<file path="config.mk">
export PLATFORM = sky130hd
export DESIGN_NAME = adc_frame_master
export DESIGN_NICKNAME = d
export VERILOG_FILES = /design/src/rtl/adc_fm_pkg.sv /design/src/rtl/adc_fm_div.sv /design/src/rtl/adc_fm_ctrl.sv /design/src/rtl/adc_fm_rx.sv /design/src/rtl/adc_frame_master.sv
export SDC_FILE = /design/constraint.sdc
export NUM_CORES = 1
export LEC_CHECK = 0
export ABC_AREA = 1
export BUFFER_PORTS_ARGS = -buffer_cell sky130_fd_sc_hd__buf_2
export CORE_MARGIN = 3
export CORE_UTILIZATION = 60
export DETAILED_ROUTE_END_ITERATION = 16
export PLACE_DENSITY = 0.82
export SYNTH_ARGS = -nofsm -noshare
export SYNTH_HDL_FRONTEND = slang
export SYNTH_HIERARCHICAL = 1
export SYNTH_SLANG_ARGS = --single-unit
</file>
<file path="constraint.sdc">
create_clock -name clk -period 6.8 [get_ports clk]
set_clock_uncertainty 0.2 [all_clocks]
set_input_delay 1.02 -clock clk [delete_from_list [all_inputs] [get_ports clk]]
set_output_delay 1.02 -clock clk [all_outputs]
set_load 0.02 [all_outputs]
</file>
<file path="src/rtl/adc_fm_pkg.sv">
package adc_fm_pkg;

  // Effective half period: a zero divider setting behaves as one.
  function automatic int unsigned half_len(input int unsigned div);
    return (div == 0) ? 1 : div;
  endfunction

  // Serial cycles in one frame: leading marker bits plus the data bits.
  function automatic int unsigned frame_len(input int unsigned lead, input int unsigned data);
    return lead + data;
  endfunction

endpackage

</file>
<file path="src/rtl/adc_fm_div.sv">
module adc_fm_div #(
  parameter int DIV_W = 8
) (
  input  logic             clk,
  input  logic             rst_n,
  input  logic             run,
  input  logic [DIV_W-1:0] half,
  output logic             tick
);
  localparam logic [DIV_W-1:0] ONE = DIV_W'(1);

  logic [DIV_W-1:0] cnt;

  assign tick = run && (cnt == half - ONE);

  always_ff @(posedge clk or negedge rst_n) begin
    if (!rst_n)          cnt <= '0;
    else if (!run || tick) cnt <= '0;
    else                 cnt <= cnt + ONE;
  end

  assert_cnt_in_half_R3: assert property (@(posedge clk) disable iff (!rst_n)
    run |-> (cnt < half));
  assert_half_nonzero_R3: assert property (@(posedge clk) disable iff (!rst_n)
    run |-> (half != '0));
endmodule

</file>
<file path="src/rtl/adc_fm_ctrl.sv">
module adc_fm_ctrl
  import adc_fm_pkg::*;
#(
  parameter int CH_W      = 3,
  parameter int DIV_W     = 8,
  parameter int FRAME_LEN = 16,
  parameter int ADDR_POS  = 2,
  parameter int CNT_W     = $clog2(FRAME_LEN)
) (
  input  logic             clk,
  input  logic             rst_n,
  input  logic             start,
  input  logic             cont,
  input  logic             stop,
  input  logic [CH_W-1:0]  chan,
  input  logic [DIV_W-1:0] div_in,
  input  logic             tick,
  output logic             cs_n,
  output logic             sclk,
  output logic             cmd,
  output logic             run,
  output logic [DIV_W-1:0] half_q,
  output logic             sample,
  output logic             frame_end,
  output logic [CH_W-1:0]  tag
);
  localparam logic [CNT_W-1:0] LAST_IDX = CNT_W'(FRAME_LEN - 1);
  localparam logic [CNT_W-1:0] ONE_IDX  = CNT_W'(1);

  logic [CNT_W-1:0] bit_idx;
  logic [CH_W-1:0]  chan_q;
  logic [CH_W-1:0]  prev_chan;
  logic             stop_req;
  logic             last_bit;
  logic             keep_on;

  // Command bit for a serial cycle: channel MSB first in the address window.
  function automatic logic cmd_bit(input int unsigned idx, input logic [CH_W-1:0] ch);
    logic [CH_W-1:0] shifted;
    int unsigned k;
    if (idx >= ADDR_POS && idx < ADDR_POS + CH_W) begin
      k = idx - ADDR_POS;
      shifted = ch << k;
      return shifted[CH_W-1];
    end
    return 1'b0;
  endfunction

  assign run       = !cs_n;
  assign last_bit  = (bit_idx == LAST_IDX);
  assign sample    = tick && !sclk;
  assign frame_end = tick && sclk && last_bit;
  assign keep_on   = cont && !stop && !stop_req;
  assign tag       = prev_chan;

  always_ff @(posedge clk or negedge rst_n) begin
    if (!rst_n) begin
      cs_n      <= 1'b1;
      sclk      <= 1'b1;
      cmd       <= 1'b0;
      bit_idx   <= '0;
      chan_q    <= '0;
      prev_chan <= '0;
      half_q    <= DIV_W'(1);
      stop_req  <= 1'b0;
    end else if (cs_n) begin
      if (start) begin
        cs_n     <= 1'b0;
        sclk     <= 1'b0;
        bit_idx  <= '0;
        chan_q   <= chan;
        half_q   <= DIV_W'(half_len(32'(div_in)));
        stop_req <= 1'b0;
        cmd      <= cmd_bit(0, chan);
      end
    end else begin
      if (stop) stop_req <= 1'b1;
      if (tick) begin
        if (!sclk) begin
          sclk <= 1'b1;
        end else if (last_bit) begin
          prev_chan <= chan_q;
          bit_idx   <= '0;
          if (keep_on) begin
            sclk   <= 1'b0;
            chan_q <= chan;
            cmd    <= cmd_bit(0, chan);
          end else begin
            cs_n     <= 1'b1;
            cmd      <= 1'b0;
            stop_req <= 1'b0;
          end
        end else begin
          sclk    <= 1'b0;
          bit_idx <= bit_idx + ONE_IDX;
          cmd     <= cmd_bit(32'(bit_idx) + 1, chan_q);
        end
      end
    end
  end

  assert_idle_lines_R1: assert property (@(posedge clk) disable iff (!rst_n)
    cs_n |-> (sclk && !cmd));
  assert_cs_rise_after_last_R2: assert property (@(posedge clk) disable iff (!rst_n)
    $rose(cs_n) |-> ($past(sclk) && $past(bit_idx) == LAST_IDX));
  assert_cmd_steady_high_R4: assert property (@(posedge clk) disable iff (!rst_n)
    (!cs_n && sclk) |-> $stable(cmd));
  assert_cmd_zero_outside_R4: assert property (@(posedge clk) disable iff (!rst_n)
    (!cs_n && (32'(bit_idx) < ADDR_POS || 32'(bit_idx) >= ADDR_POS + CH_W)) |-> !cmd);
  assert_gapless_next_R9: assert property (@(posedge clk) disable iff (!rst_n)
    (frame_end && keep_on) |=> (!cs_n && !sclk));
  assert_stop_ends_R10: assert property (@(posedge clk) disable iff (!rst_n)
    (frame_end && stop_req) |=> cs_n);
  assert_chan_held_R11: assert property (@(posedge clk) disable iff (!rst_n)
    (!cs_n && $past(!cs_n) && !$past(frame_end)) |-> $stable(chan_q));
endmodule

</file>
<file path="src/rtl/adc_fm_rx.sv">
module adc_fm_rx #(
  parameter int DATA_W    = 12,
  parameter int LEAD_W    = 4,
  parameter int CH_W      = 3,
  parameter int FRAME_LEN = DATA_W + LEAD_W,
  parameter int CNT_W     = $clog2(FRAME_LEN)
) (
  input  logic              clk,
  input  logic              rst_n,
  input  logic              sample,
  input  logic              ret,
  input  logic              frame_end,
  input  logic [CH_W-1:0]   tag,
  output logic              res_valid,
  output logic [DATA_W-1:0] res_data,
  output logic [CH_W-1:0]   res_chan,
  output logic              frame_err
);
  localparam logic [CNT_W:0] FULL  = (CNT_W+1)'(FRAME_LEN);
  localparam logic [CNT_W:0] ONE_S = (CNT_W+1)'(1);

  logic [FRAME_LEN-1:0] sh;
  logic [CNT_W:0]       seen;

  function automatic logic lead_bad(input logic [FRAME_LEN-1:0] w);
    return |w[FRAME_LEN-1:DATA_W];
  endfunction

  always_ff @(posedge clk or negedge rst_n) begin
    if (!rst_n) begin
      sh        <= '0;
      seen      <= '0;
      res_valid <= 1'b0;
      res_data  <= '0;
      res_chan  <= '0;
      frame_err <= 1'b0;
    end else begin
      res_valid <= frame_end;
      if (sample) begin
        sh   <= {sh[FRAME_LEN-2:0], ret};
        seen <= seen + ONE_S;
      end
      if (frame_end) begin
        seen      <= '0;
        res_data  <= sh[DATA_W-1:0];
        res_chan  <= tag;
        frame_err <= lead_bad(sh);
      end
    end
  end

  assert_no_overlap_R5: assert property (@(posedge clk) disable iff (!rst_n)
    !(sample && frame_end));
  assert_full_frame_R2: assert property (@(posedge clk) disable iff (!rst_n)
    frame_end |-> (seen == FULL));
  assert_valid_pulse_R8: assert property (@(posedge clk) disable iff (!rst_n)
    res_valid |=> !res_valid);
endmodule

</file>
<file path="src/rtl/adc_frame_master.sv">
module adc_frame_master
  import adc_fm_pkg::*;
#(
  parameter int DATA_W   = 12,
  parameter int CH_W     = 3,
  parameter int LEAD_W   = 4,
  parameter int ADDR_POS = 2,
  parameter int DIV_W    = 8
) (
  input  logic              clk,
  input  logic              rst_n,
  input  logic              start,
  input  logic              cont,
  input  logic              stop,
  input  logic [CH_W-1:0]   chan,
  input  logic [DIV_W-1:0]  div_half,
  input  logic              ret,
  output logic              cs_n,
  output logic              sclk,
  output logic              cmd,
  output logic              busy,
  output logic              res_valid,
  output logic [DATA_W-1:0] res_data,
  output logic [CH_W-1:0]   res_chan,
  output logic              frame_err
);
  localparam int FRAME_LEN = int'(frame_len(LEAD_W, DATA_W));
  localparam int CNT_W     = $clog2(FRAME_LEN);

  logic             run;
  logic             tick;
  logic [DIV_W-1:0] half_q;
  logic             sample;
  logic             frame_end;
  logic [CH_W-1:0]  tag;

  adc_fm_div #(.DIV_W(DIV_W)) u_div (
    .clk(clk), .rst_n(rst_n), .run(run), .half(half_q), .tick(tick)
  );

  adc_fm_ctrl #(
    .CH_W(CH_W), .DIV_W(DIV_W), .FRAME_LEN(FRAME_LEN),
    .ADDR_POS(ADDR_POS), .CNT_W(CNT_W)
  ) u_ctrl (
    .clk(clk), .rst_n(rst_n), .start(start), .cont(cont), .stop(stop),
    .chan(chan), .div_in(div_half), .tick(tick), .cs_n(cs_n), .sclk(sclk),
    .cmd(cmd), .run(run), .half_q(half_q), .sample(sample),
    .frame_end(frame_end), .tag(tag)
  );

  adc_fm_rx #(
    .DATA_W(DATA_W), .LEAD_W(LEAD_W), .CH_W(CH_W),
    .FRAME_LEN(FRAME_LEN), .CNT_W(CNT_W)
  ) u_rx (
    .clk(clk), .rst_n(rst_n), .sample(sample), .ret(ret),
    .frame_end(frame_end), .tag(tag), .res_valid(res_valid),
    .res_data(res_data), .res_chan(res_chan), .frame_err(frame_err)
  );

  assign busy = run;

  assert_busy_tracks_cs_R2: assert property (@(posedge clk) disable iff (!rst_n)
    busy != cs_n);
endmodule

</file>
# After elaboration in Yosys (flattened, before gate mapping)
# Index checks and enable logic that the tools add are counted.
# classes
addsub	5
order_cmp	2
eq_ne	3
shifts	1
n_mux	40
bitwise	1
n_reduce_logical	23
# ops
cell	n
32-bit by 2-bit >= comparator with 1-bit output (second input constant)	1
32-bit by 3-bit < comparator with 1-bit output (second input constant)	1
3-bit by 32-bit left shift with 3-bit output	1
32-bit by 2-bit subtractor with 32-bit output (second input constant)	1
1-bit 2-to-1 mux	27
4-bit 2-to-1 mux	5
3-bit 2-to-1 mux	6
8-bit 2-to-1 mux	2
8-bit by 1-bit adder with 8-bit output (second input constant)	1
8-bit equality test	1
8-bit logical NOT	1
2-bit nonzero test	4
8-bit by 1-bit subtractor with 8-bit output (second input constant)	1
1-bit logical AND	7
4-bit by 1-bit adder with 5-bit output (second input constant)	1
5-bit AND reduction	1
4-bit by 1-bit adder with 4-bit output (second input constant)	1
4-bit equality test (second input constant)	1
1-bit logical NOT	4
2-bit AND reduction	2
4-bit AND reduction	1
4-bit OR reduction	1
3-bit AND reduction	1
2-bit inequality test (second input constant)	1
2 further kinds	2
# totals
ff_bits	63
out_inout_bits	21
elab_cells	89

# Depth between registers and ports, before layout
# Gate-level depths: netlist (run 1).
# depth
word_depth	13
depth_mapped	18
mapped_depth_nobuf	18

# Modules after synthesis
# Netlist (run 1), hierarchy kept.
# modules_own_cells
mod	n_inst	cells_each	area_each_um2	seq_area_each_um2
adc_fm_rx	1	124	1234.9	825.8
adc_fm_ctrl	1	141	1149.9	554.3
adc_fm_div	1	101	650.6	200.2

# Worst setup path after synthesis (run 1)
# OpenSTA, ideal clock, no wires.
# synth_timing
path_type	reg-to-reg
from	reg u_ctrl.half_q[0]
to	reg u_rx.res_data[0]
setup_time_ps	127
t_arrival_ps	2313
setup_slack_ps	4159
stages_incl_launch_ff	18
n_path_buf	1
period_less_slack_ps	2641
path_cell_list	dfstp_2 -> inv_1 -> ha_1 -> nand2_1 -> inv_1 -> nor2_1 -> nand2_1 -> nor2_1 -> nand3_1 -> nor2_1 -> nand2_1 -> nor2_1 -> nand2_2 -> nor2_2 -> inv_2 -> buf_6 -> nand2_1 -> o21ai_0
# synth_via
elab_chain_len	5
# synth_lines
item	line_no	text
start: declaration	adc_fm_ctrl.sv:22	output logic [DIV_W-1:0] half_q,
start signal: assignment	adc_fm_ctrl.sv:72	half_q <= DIV_W'(half_len(32'(div_in)));
8-bit by 1-bit subtractor with 8-bit output	adc_fm_div.sv:14	assign tick = run && (cnt == half - ONE);
8-bit equality test	adc_fm_div.sv:14	
1-bit logical AND	adc_fm_div.sv:14	
via tick	adc_frame_master.sv:31	logic tick;
1-bit logical AND (2 in a row)	adc_fm_ctrl.sv:52	assign frame_end = tick && sclk && last_bit;
via frame_end	adc_frame_master.sv:34	logic frame_end;
end signal: assignment	adc_fm_rx.sv:45	res_data <= sh[DATA_W-1:0];
end: declaration	adc_fm_rx.sv:15	output logic [DATA_W-1:0] res_data,
# The timed path passes the listed nets, and every way through them passes these cells.
# A chain may end at the register's enable or synchronous reset.

# Worst setup path in the final report (run 1)
# layout_timing
from	reg u_ctrl.half_q[0]
to	reg u_rx.res_data[2]
# The elaborated chain is that of the path after synthesis.

==> metrics.md, run 1 <==
| Metric | Value |
|---|---|
| # DRC | `0` |
| Met1 GRT Util | `28.23%` |
| Worst Hold Launch | `u_rx/res_data[3]` |
| Yosys warnings | `6` |
| Vias per inst | `5.094` |
| CP arrival | `3.06 ns` |
| Finished Cell Area | `0.003461 mm²` |
| Period utilization | `44.46%` |
| Worst min-delay path class | `reg2reg` |
| EDFF count, synth | `0` |
| Routability Congestion | `0.8599` |
| P_leak | `1.851 nW` |
| R2R Setup Slk | `3.78 ns` |
| Pint | `0.7384 mW` |
| Multi-input logic area | `0.001209 mm²` |
| Dpl hpwl | `4123 µm` |
| GR Overflow Total | `0` |
| Crit path max-delay family | `simple AND/OR/NAND/NOR gates` |
| CP endpoint kind | `flip-flop` |
| Die area | `0.005948 mm²` |
| Hold Path End | `u_rx/res_data[3]` |
| Pwr Density | `329.1 mW/mm²` |
| Number of gates resized after CTS | `0` |
| FF-to-FF Start | `u_ctrl/half_q[0]` |
| CTS buffer count | `9` |
| FMAX | `330.8 MHz` |
| Post-synthesis async set-or-reset flop share | `100.0%` |
| Met3 Track Usage GR | `4.460%` |
| # nets final | `433` |
| RSZ-0062 raised after global routing | `no` |
| Fin Setup TNS | `0 ns` |
| Worst reg-to-reg path cell count | `15` |
| Boundary pin count | `38` |
| Switching power of the nets | `0.4007 mW` |
| Ys flop type | `dfrtp_1` |
| Synthesized cell area | `0.003035 mm²` |
| Worst slew margin | `48.21%` |
| Total track usage | `22.14%` |
| VDD IR max | `0.1937 mV` |
| Placement Cell Area | `0.003272 mm²` |
| Max Cap Viol | `0` |
| Hold_ws | `0.2806 ns` |
| Core area | `0.004817 mm²` |
| Inst Count DP | `465` |
| Slew Limit Fails | `0` |
| Syn_area_per_cell | `8.293 µm²` |
| Maximum net fanout on the critical path | `27` |
| Synth area leader | `dfrtp_1` |
| CTS Hold Bufs | `0` |
| Die H | `77.13 µm` |
| Finished Layout Cells | `481` |
| Net Sw Frac | `35.18%` |
| Reg2reg end | `u_rx/res_data[2]` |
| Share of cells above drive strength 1 | `18.36%` |
| CTS tree | `done` |
| First-pass GRT wire length | `10,530 µm` |
| TritonCTS sink count | `63` |
| Largest net degree at the start of global routing | `64` |
| Post-CTS Setup Inserts | `0` |
| Routed WL | `6002 µm` |
| Clock latency at the later pin of the worst-skew pair | `0.33 ns` |
| Synth top area cells | `dfrtp_1 49%, nand2_1 13%, inv_1 5.9%, nor2_1 4.6%, o21ai_0 3.8%` |
| Status | `complete, no violations` |
| Iteration-0 DRC Markers | `167` |
| Cells after synthesis | `366` |
| Syn_nets | `390` |
| Via count | `2,450` |
| First-pass DRT Iterations | `4` |
| H-tree Lvls | `3` |
| Drt wl/cell | `12.48 µm` |
| Comb pwr share | `27.0%` |
| Critical path class | `reg2reg` |
| Met2 usage | `36.10%` |
| Clk slew on worst S/H paths | `0.06 ns` |
| Final critical-path required period | `3.023 ns` |
| Area growth, synth to finish | `14.01%` |
| Place WS | `3.841 ns` |
| Initial Utilization | `63.01%` |
| Final setup vio count | `0` |
| Sequential share of the synthesized area | `52.06%` |
| Register area | `0.001580 mm²` |
| Post-DRT Antenna Nets | `0` |
| Die width | `77.13 µm` |
| Hold depth | `2` |
| Initial antenna violation count | `0` |
| PnR worst setup slack | `3.777 ns` |
| Hold Vio Cnt, Final | `0` |
| Worst path most repeated cell | `nand2_1` |
| Ant diodes | `0` |
| Clock share of power | `27.2%` |
| Crit path largest cell delay | `0.54 ns` |
| Synth Register Bits | `63` |
| Site Rows | `25` |
| Fillers | `389` |
| CTS max path bufs | `2` |
| Vias in the first global route | `2,370` |
| Slowest CP cell | `dfstp_2` |
| Crit start category | `flip-flop` |
| Critical Path RT | `6.84 ns` |
| Cell variety after synth | `31` |
| Sequential power share | `45.8%` |
| Yosys top cell area share | `49.46%` |
| CTS root buf | `clkbuf_8` |
| Worst path bufs/invs | `3` |
| Gr busiest metal | `met2` |
| Cell Chain, Critical Path | `inv_1 > ha_1 > inv_1 > nand2_1 > nand2_1 > nand2_1 > nand2_1 > nand3_1 > nor2_1 > nand2_1 > nor2_1 > nand2_2 > nor2_2 > inv_2 > o21ai_0` |
| Worst slew pin tran | `0.7769 ns` |
| PortBufs | `37` |
[how the worst max path moves through the flow]
stage / from / end / slack [ns] / depth (start not counted)
2_1_floorplan: u_ctrl/half_q[0] / u_rx/res_data[0] / 4.16 / 17
3_5_place_dp: u_ctrl/half_q[0] / u_rx/res_data[2] / 3.84 / 15
6_report: u_ctrl/half_q[0] / u_rx/res_data[2] / 3.78 / 15
5_1_grt: u_ctrl/half_q[0] / u_rx/res_data[4] / 3.48 / 16
3_3_place_gp: u_ctrl/half_q[0] / u_rx/res_data[6] / 3.98 / 16
4_1_cts: u_ctrl/half_q[0] / u_rx/res_data[2] / 3.78 / 15
[Yosys cell counts, types with 2 or more instances]
cell	instances
a21oi_1	5
buf_2	4
buf_6	2
dfrtp_1	60
dfstp_2	3
ha_1	7
inv_1	48
inv_2	2
nand2_1	107
nand2_2	2
nand2_4	2
nand3_1	20
nand4_1	3
nor2_1	37
nor2_2	2
nor2_4	2
o21ai_0	23
o21ai_1	10
o21ai_2	5
o22ai_1	2
xnor2_1	4
xor2_1	7
[routing by layer]
layer / vias up / wire [µm]
li1: 1232 / -
met1: 1142 / 2687
met2: 59 / 2927
met3: 17 / 218
met4: 0 / 168
met5: - / 0
[state kept, by name (all words and copies together), names as in the netlist]
name / cells
u_rx/res_valid: 1
u_ctrl/bit_idx: 4
u_ctrl/half_q: 8
u_ctrl/stop_req: 1
u_ctrl/tag: 3
u_ctrl/cs_n: 1
u_rx/frame_err: 1
u_ctrl/chan_q: 3
u_ctrl/sclk: 1
u_rx/res_data: 12
u_rx/sh: 16
u_div/cnt: 8
u_ctrl/cmd: 1
u_rx/res_chan: 3
[cell type report]
type / count / area share, %
multi-input combinational: 244 / 34.92
clock buffer: 10 / 3.688
sequential: 63 / 45.66
clock inverter: 6 / 1.772
inverter: 52 / 5.748
tap: 67 / 2.422
timing repair buffer: 39 / 5.785
[per-stage QoR]
| step | util (%) | total power [mW] |
|---|---|---|
| after floorplan | - | 0.7514 |
| after global placement | 67.92 | 0.8120 |
| after detailed placement | 67.92 | 0.8321 |
| after CTS | 71.84 | 1.145 |
| after global routing | 71.84 | 1.223 |
| final | 71.84 | 1.139 |
[logic make-up after synthesis]
logic type,after synthesis,share of synthesized area (%)
buffers and inverters,59,8.120
AO/OA/AOI/OAI,47,8.780
AND/OR/NAND/NOR,179,24.98
adder cells (fa/ha/maj),7,2.885
XOR/XNOR,11,3.174
flip-flops,63,52.06
[layout by cell type, fill, tap and decap left out, types with 3 or more instances in the layout]
cell type and instances:
a21oi_1 5, buf_2 37, clkbuf_8 9, clkinv_2 4, dfrtp_1 60, dfstp_2 3, ha_1 7, inv_1 48
nand2_1 107, nand3_1 20, nand4_1 3, nor2_1 37, o21ai_0 23, o21ai_1 10, o21ai_2 5, xnor2_1 4
xor2_1 7
[worst min-delay path: stages, from the launching register on]
cell and delay [ns]:
dfrtp_1 0.34, nand2_1 0.05, o21ai_0 0.05
[power groups by stage]
stage | clock network [mW] | logic, mW | registers [mW]
6_report | 0.310 | 0.308 | 0.522
5_1_grt | 0.332 | 0.359 | 0.532
4_1_cts | 0.315 | 0.309 | 0.521
3_5_place_dp | 0 | 0.306 | 0.527
3_3_place_gp | 0 | 0.290 | 0.522
2_1_floorplan | 0 | 0.240 | 0.512
Power figures use the tool's default switching activity.
==> inputs of run 2 (changes only) <==
CORE_UTILIZATION = 57   (was 60)
PLACE_DENSITY = 0.79   (was 0.82)
clock period = 3.15 ns   (was 6.8 ns; I/O delays follow)
==> metrics.md, run 2 (same netlist as run 1, synthesis figures left out) <==
| Metric | Value |
|---|---|
| CP arrival | `2.68 ns (-0.38 ns)` |
| PortBufs | `37 (unchanged)` |
| Total track usage | `20.84% (-1.3 points)` |
| Initial antenna violation count | `0 (unchanged)` |
| Hold depth | `3 (+1)` |
| Dpl hpwl | `4139 µm (+0.39%)` |
| # DRC | `0 (unchanged)` |
| Worst reg-to-reg path cell count | `16 (+1)` |
| First-pass DRT Iterations | `4 (unchanged)` |
| Worst slew margin | `69.98% (+22 points)` |
| Die width | `78.98 µm (+2.4%)` |
| Post-DRT Antenna Nets | `0 (unchanged)` |
| CTS buffer count | `9 (unchanged)` |
| Area growth, synth to finish | `15.38%` |
| Place WS | `0.4742 ns (-3.367 ns)` |
| H-tree Lvls | `3 (unchanged)` |
| Hold Vio Cnt, Final | `0 (unchanged)` |
| Worst min-delay path class | `in2reg` |
| Via count | `2,385 (-2.7%)` |
| Status | `complete, no violations` |
| Vias per inst | `4.928 (-3.3%)` |
| Most common cell after layout, fill and taps aside | `nand2_1` |
| Largest net degree at the start of global routing | `33 (-48%)` |
| Final critical-path required period | `2.678 ns (-0.3455 ns)` |
| Reg2reg end | `u_rx/res_data[3]` |
| Critical path class | `reg2reg` |
| Period utilization | `85.00% (+41 points)` |
| Final Power | `2.496 mW (+120%)` |
| FF-to-FF Start | `u_ctrl/half_q[0]` |
| CP endpoint kind | `flip-flop` |
| Max Cap Viol | `0 (unchanged)` |
| Finished Layout Cells | `484 (+0.62%)` |
| Routability Congestion | `0.9055 (+5.3%)` |
| GR Overflow Total | `0 (unchanged)` |
| Worst path bufs/invs | `3 (unchanged)` |
| Crit start category | `flip-flop` |
| Finished Cell Area | `0.003502 mm² (+1.2%)` |
| PnR worst setup slack | `0.4724 ns (-3.305 ns)` |
| Die H | `78.98 µm (+2.4%)` |
| Worst slew pin tran | `0.4497 ns (-0.3272 ns)` |
| # nets final | `436 (+0.69%)` |
| Fin Setup TNS | `0 ns (unchanged)` |
| Cell Chain, Critical Path | `inv_1 > ha_1 > nand2_1 > inv_1 > nor2_1 > nand2_1 > nor2_1 > nand3_1 > nor2_1 > nand2_1 > nor2_1 > nand2_2 > nor2_2 > inv_2 > nand2_1 > o21ai_0` |
| Most frequent cells in the layout | `107 x nand2_1, 60 x dfrtp_1, 48 x inv_1` |
| Crit path largest cell delay | `0.54 ns (about the same)` |
| CTS max path bufs | `2 (unchanged)` |
| Top flop regs | `u_rx/sh x16, u_rx/res_data x12` |
| RSZ-0062 raised after global routing | `no` |
| R2R Setup Slk | `0.47 ns (-3.30 ns)` |
| Hold Path End | `u_rx/sh[0]` |
| Inst Count DP | `467 (+0.43%)` |
| Core area | `0.004942 mm² (+2.6%)` |
| Slowest CP cell | `dfstp_2` |
| CTS tree | `done` |
| Met1 GRT Util | `27.63% (-0.59 points)` |
| Gr busiest metal | `met2` |
| Ant diodes | `0 (unchanged)` |
| Met3 Track Usage GR | `5.556% (+1.1 points)` |
| Final setup vio count | `0 (unchanged)` |
| Worst Hold Launch | `ret` |
| TritonCTS sink count | `63 (unchanged)` |
| Placement Cell Area | `0.003287 mm² (+0.46%)` |
| Clk slew on worst S/H paths | `0.07 ns (about the same)` |
| Clock latency at the later pin of the worst-skew pair | `0.34 ns (about the same)` |
| Slew Limit Fails | `0 (unchanged)` |
| P_leak | `1.869 nW (+0.94%)` |
| Vias in the first global route | `2,240 (-5.5%)` |
| CP Depth | `16 (+1)` |
| Boundary pin count | `38 (unchanged)` |
| Max reg flops | `16 (unchanged)` |
| Routed WL | `5733 µm (-4.5%)` |
| FMAX | `373.5 MHz (+13%)` |
| Site Rows | `25 (unchanged)` |
| Share of cells above drive strength 1 | `18.94% (+0.59 points)` |
| Critical Path RT | `3.15 ns (-3.69 ns)` |
| VDD IR max | `0.4091 mV (+110%)` |
| Initial Utilization | `61.42% (-1.6 points)` |
| Die area | `0.006237 mm² (+4.9%)` |
| Most flops, register | `u_rx/sh` |
| First-pass GRT wire length | `10,090 µm (-4.1%)` |
| Iteration-0 DRC Markers | `142 (-15%)` |
| Number of gates resized after CTS | `0 (unchanged)` |
| Drt wl/cell | `11.85 µm (-5.1%)` |
| Maximum net fanout on the critical path | `27 (unchanged)` |
| Met2 usage | `32.32% (-3.8 points)` |
| Crit path max-delay family | `simple AND/OR/NAND/NOR gates` |
| Pwr Density | `712.8 mW/mm² (+120%)` |
| CTS root buf | `clkbuf_8` |
[run 2: worst register-to-register path, cell delays in order, from the launching register on]
cell and delay [ns]:
dfstp_2 0.54, inv_1 0.08, ha_1 0.31, nand2_1 0.07, inv_1 0.04, nor2_1 0.07, nand2_1 0.05, nor2_1 0.09
nand3_1 0.07, nor2_1 0.08, nand2_1 0.10, nor2_1 0.16, nand2_2 0.10, nor2_2 0.14, inv_2 0.20, nand2_1 0.14
o21ai_0 0.10
[run 2: worst max path at each step]
| stage | endpoint | from |
|---|---|---|
| after CTS | u_rx/res_data[3] | u_ctrl/half_q[0] |
| after global placement | u_rx/res_data[3] | u_ctrl/half_q[0] |
| final | u_rx/res_data[3] | u_ctrl/half_q[0] |
| after detailed placement | u_rx/res_data[3] | u_ctrl/half_q[0] |
| after global routing | u_rx/res_data[3] | u_ctrl/half_q[0] |
| after floorplan | u_rx/res_data[0] | u_ctrl/half_q[0] |
[run 2: cell type report]
cell class	count	area, µm²
sequential	63	1580
fill	410	1440
clock inverter	6	67.56
tap	67	83.83
clock buffer	10	137.6
timing repair buffer	42	225.2
multi-input combinational	244	1209
inverter	52	198.9
[run 2: through the flow]
| step | hold WS [ns] | util [%] |
|---|---|---|
| finish | 0.1489 | 70.86 |
| detailed placement | 0.1713 | 66.51 |
| CTS | 0.1390 | 70.86 |
| global placement | 0.1657 | 66.51 |
| global route | 0.1650 | 70.86 |
| floorplan | -0.02309 | - |
[run 2: routing by layer]
metal / wire (µm) / up-vias
met5: 0 / -
met4: 100 / 0
met3: 204 / 12
met2: 2707 / 38
met1: 2721 / 1101
li1: - / 1234
[run 2: report_power, final]
| part | switching [mW] | total (mW) | internal (mW) | leakage [nW] |
|---|---|---|---|---|
| combinational | 0.396 | 0.664 | 0.267 | 0.948 |
| clock | 0.320 | 0.709 | 0.389 | 0.0989 |
| sequential | 0.159 | 1.12 | 0.965 | 0.822 |
[run 2: what timing repair did]
item / in CTS / in global routing
hold endpoints to repair: 9 / 0
setup buffers: 0 / 0
hold buffers: 1 / 0
==> inputs of run 3 (changes only) <==
CORE_UTILIZATION = 55   (was 57)
GPL_TIMING_DRIVEN = 0   (was not set)
PLACE_DENSITY = 0.76   (was 0.79)
==> metrics.md, run 3 (same netlist as run 1, synthesis figures left out) <==
| Metric | Value |
|---|---|
| First-pass DRT Iterations | `4 (unchanged)` |
| Fillers | `443 (+8.0%)` |
| Fin Setup TNS | `0 ns (unchanged)` |
| CTS root buf | `clkbuf_8` |
| Post-CTS Setup Inserts | `0 (unchanged)` |
| Critical path class | `reg2reg` |
| Area growth, synth to finish | `16.16%` |
| Worst min-delay path class | `in2async` |
| Status | `complete, no violations` |
| Most frequent cells in the layout | `107 x nand2_1, 60 x dfrtp_1, 48 x inv_1` |
| Hold_ws | `0.01440 ns (-0.1345 ns)` |
| Max Cap Viol | `0 (unchanged)` |
| Site Rows | `26 (+4.0%)` |
| CTS max path bufs | `2 (unchanged)` |
| Drt wl/cell | `12.04 µm (+1.7%)` |
| Period utilization | `90.32% (+5.3 points)` |
| GR Overflow Total | `0 (unchanged)` |
| Top flop regs | `u_rx/sh x16, u_rx/res_data x12` |
| Initial Utilization | `57.96% (-3.5 points)` |
| Critical Path RT | `3.15 ns (about the same)` |
| PortBufs | `37 (unchanged)` |
| Largest net degree at the start of global routing | `64 (+94%)` |
| Max reg flops | `16 (unchanged)` |
| Worst setup path endpoint | `u_rx/res_data[2]` |
| Vias in the first global route | `2,445 (+9.2%)` |
| Die H | `80.29 µm (+1.7%)` |
| PnR worst setup slack | `0.3050 ns (-0.1674 ns)` |
| # DRC | `0 (unchanged)` |
| Vias per inst | `4.930 (about the same)` |
| VDD IR max | `0.4941 mV (+21%)` |
| CP arrival | `2.84 ns (+0.16 ns)` |
| CTS Hold Bufs | `0 (-1)` |
| Post-DRT Antenna Nets | `0 (unchanged)` |
| P_leak | `1.884 nW (+0.83%)` |
| Placement Cell Area | `0.003308 mm² (+0.65%)` |
| Routability Congestion | `0.7955 (-12%)` |
| Dpl hpwl | `4215 µm (+1.8%)` |
| Place WS | `0.1584 ns (-0.3158 ns)` |
| R2R Setup Slk | `0.31 ns (-0.17 ns)` |
| Most common cell after layout, fill and taps aside | `nand2_1` |
| Die width | `80.29 µm (+1.7%)` |
| H-tree Lvls | `3 (unchanged)` |
| Final critical-path required period | `2.845 ns (+0.1674 ns)` |
| CTS buffer count | `9 (unchanged)` |
| Ant diodes | `0 (unchanged)` |
| Routed WL | `5890 µm (+2.7%)` |
| CTS tree | `done` |
| Iteration-0 DRC Markers | `106 (-25%)` |
| Share of cells above drive strength 1 | `19.09% (+0.15 points)` |
| Number of gates resized after CTS | `0 (unchanged)` |
| Clk slew on worst S/H paths | `0.07 ns (about the same)` |
| Crit start category | `flip-flop` |
| Finished Cell Area | `0.003526 mm² (+0.68%)` |
| Pwr Density | `711.0 mW/mm² (-0.26%)` |
| Maximum net fanout on the critical path | `10 (-63%)` |
| FF-to-FF Start | `u_ctrl/half_q[0]` |
| Boundary pin count | `38 (unchanged)` |
| Worst slew pin tran | `0.7807 ns (+0.3310 ns)` |
| Worst slew margin | `47.96% (-22 points)` |
| Hold Vio Cnt, Final | `0 (unchanged)` |
| RSZ-0062 raised after global routing | `no` |
| # nets final | `438 (+0.46%)` |
| Most flops, register | `u_rx/sh` |
| Via count | `2,411 (+1.1%)` |
| Core area | `0.005238 mm² (+6.0%)` |
| Initial antenna violation count | `0 (unchanged)` |
| FMAX | `351.5 MHz (-5.9%)` |
| Total track usage | `20.72% (-0.12 points)` |
| Worst reg-to-reg path cell count | `17 (+1)` |
| Final setup vio count | `0 (unchanged)` |
| Clock latency at the later pin of the worst-skew pair | `0.33 ns (about the same)` |
| CP endpoint kind | `flip-flop` |
| Reg2reg end | `u_rx/res_data[2]` |
| First-pass GRT wire length | `10,350 µm (+2.5%)` |
| Slew Limit Fails | `0 (unchanged)` |
| TritonCTS sink count | `63 (unchanged)` |
| Critical path origin | `u_ctrl/half_q[0]` |
| Die area | `0.006446 mm² (+3.4%)` |
## run 3: changes by cell type in the layout (fill, tap and decap cells not counted), moves of 2 or more
| cell | delta |
|---|---|
| buf_2 | +3 |
| buf_6 | +2 |
| buf_4 | -3 |
| clkbuf_8 | +2 |
| clkbuf_1 | +2 |
## run 3: layout make-up
class	instances	area (µm²)	share of cell area [%]
Timing Repair Buffer	37	187.7	5.323
Sequential cell	63	1580	44.82
Multi-Input combinational cell	244	1214	34.42
Clock inverter	2	37.54	1.065
Inverter	52	198.9	5.642
Buffer	7	47.55	1.348
Tap cell	70	87.58	2.484
Clock buffer	14	172.7	4.897
## run 3: report_power, final
group	total, mW	internal [mW]	switching [mW]
Clock	0.718	0.431	0.287
Combinational	0.683	0.272	0.411
Sequential	1.11	0.966	0.140
## run 3: critical path: stages (launching register included)
cell	delay (ns)
dfstp_2	0.55
inv_1	0.09
ha_1	0.32
nand2_1	0.07
inv_1	0.03
nor2_1	0.07
nand2_1	0.05
nor2_1	0.09
nand3_1	0.07
nor2_1	0.09
nand2_1	0.11
nor2_1	0.18
nand2_2	0.12
nor2_4	0.25
inv_2	0.13
buf_6	0.17
nand2_1	0.05
o21ai_0	0.09
## run 3: worst min path at each step
stage                                 start                end  slack (ns)  depth (start not counted)
after detailed placement   u_rx/res_chan[2]   u_rx/res_chan[2]        0.26                          2
after global placement    u_rx/res_data[10]  u_rx/res_data[10]        0.25                          2
final                                 rst_n   u_ctrl/half_q[2]        0.01                          1
after CTS                               ret         u_rx/sh[0]        0.15                          3
after global routing                  rst_n   u_ctrl/half_q[2]        0.06                          1
after floorplan                       rst_n  u_ctrl/bit_idx[0]       -0.02                          0
## run 3: layer usage
metal	global-route usage, %	vias to the layer above	share of wire [%]
met2	35.68	31	51
met3	5.045	2	3.4
li1	-	1233	-
met5	0	-	0
met4	6.081	0	0.41
met1	25.79	1145	45
## run 3: metrics by stage
step	std cells	utilization (%)	power, mW
floorplan	366	-	1.622
global placement	473	63.16	1.758
finish	489	67.32	2.507
detailed placement	473	63.16	1.797
CTS	489	67.18	2.533
global route	489	67.32	2.704
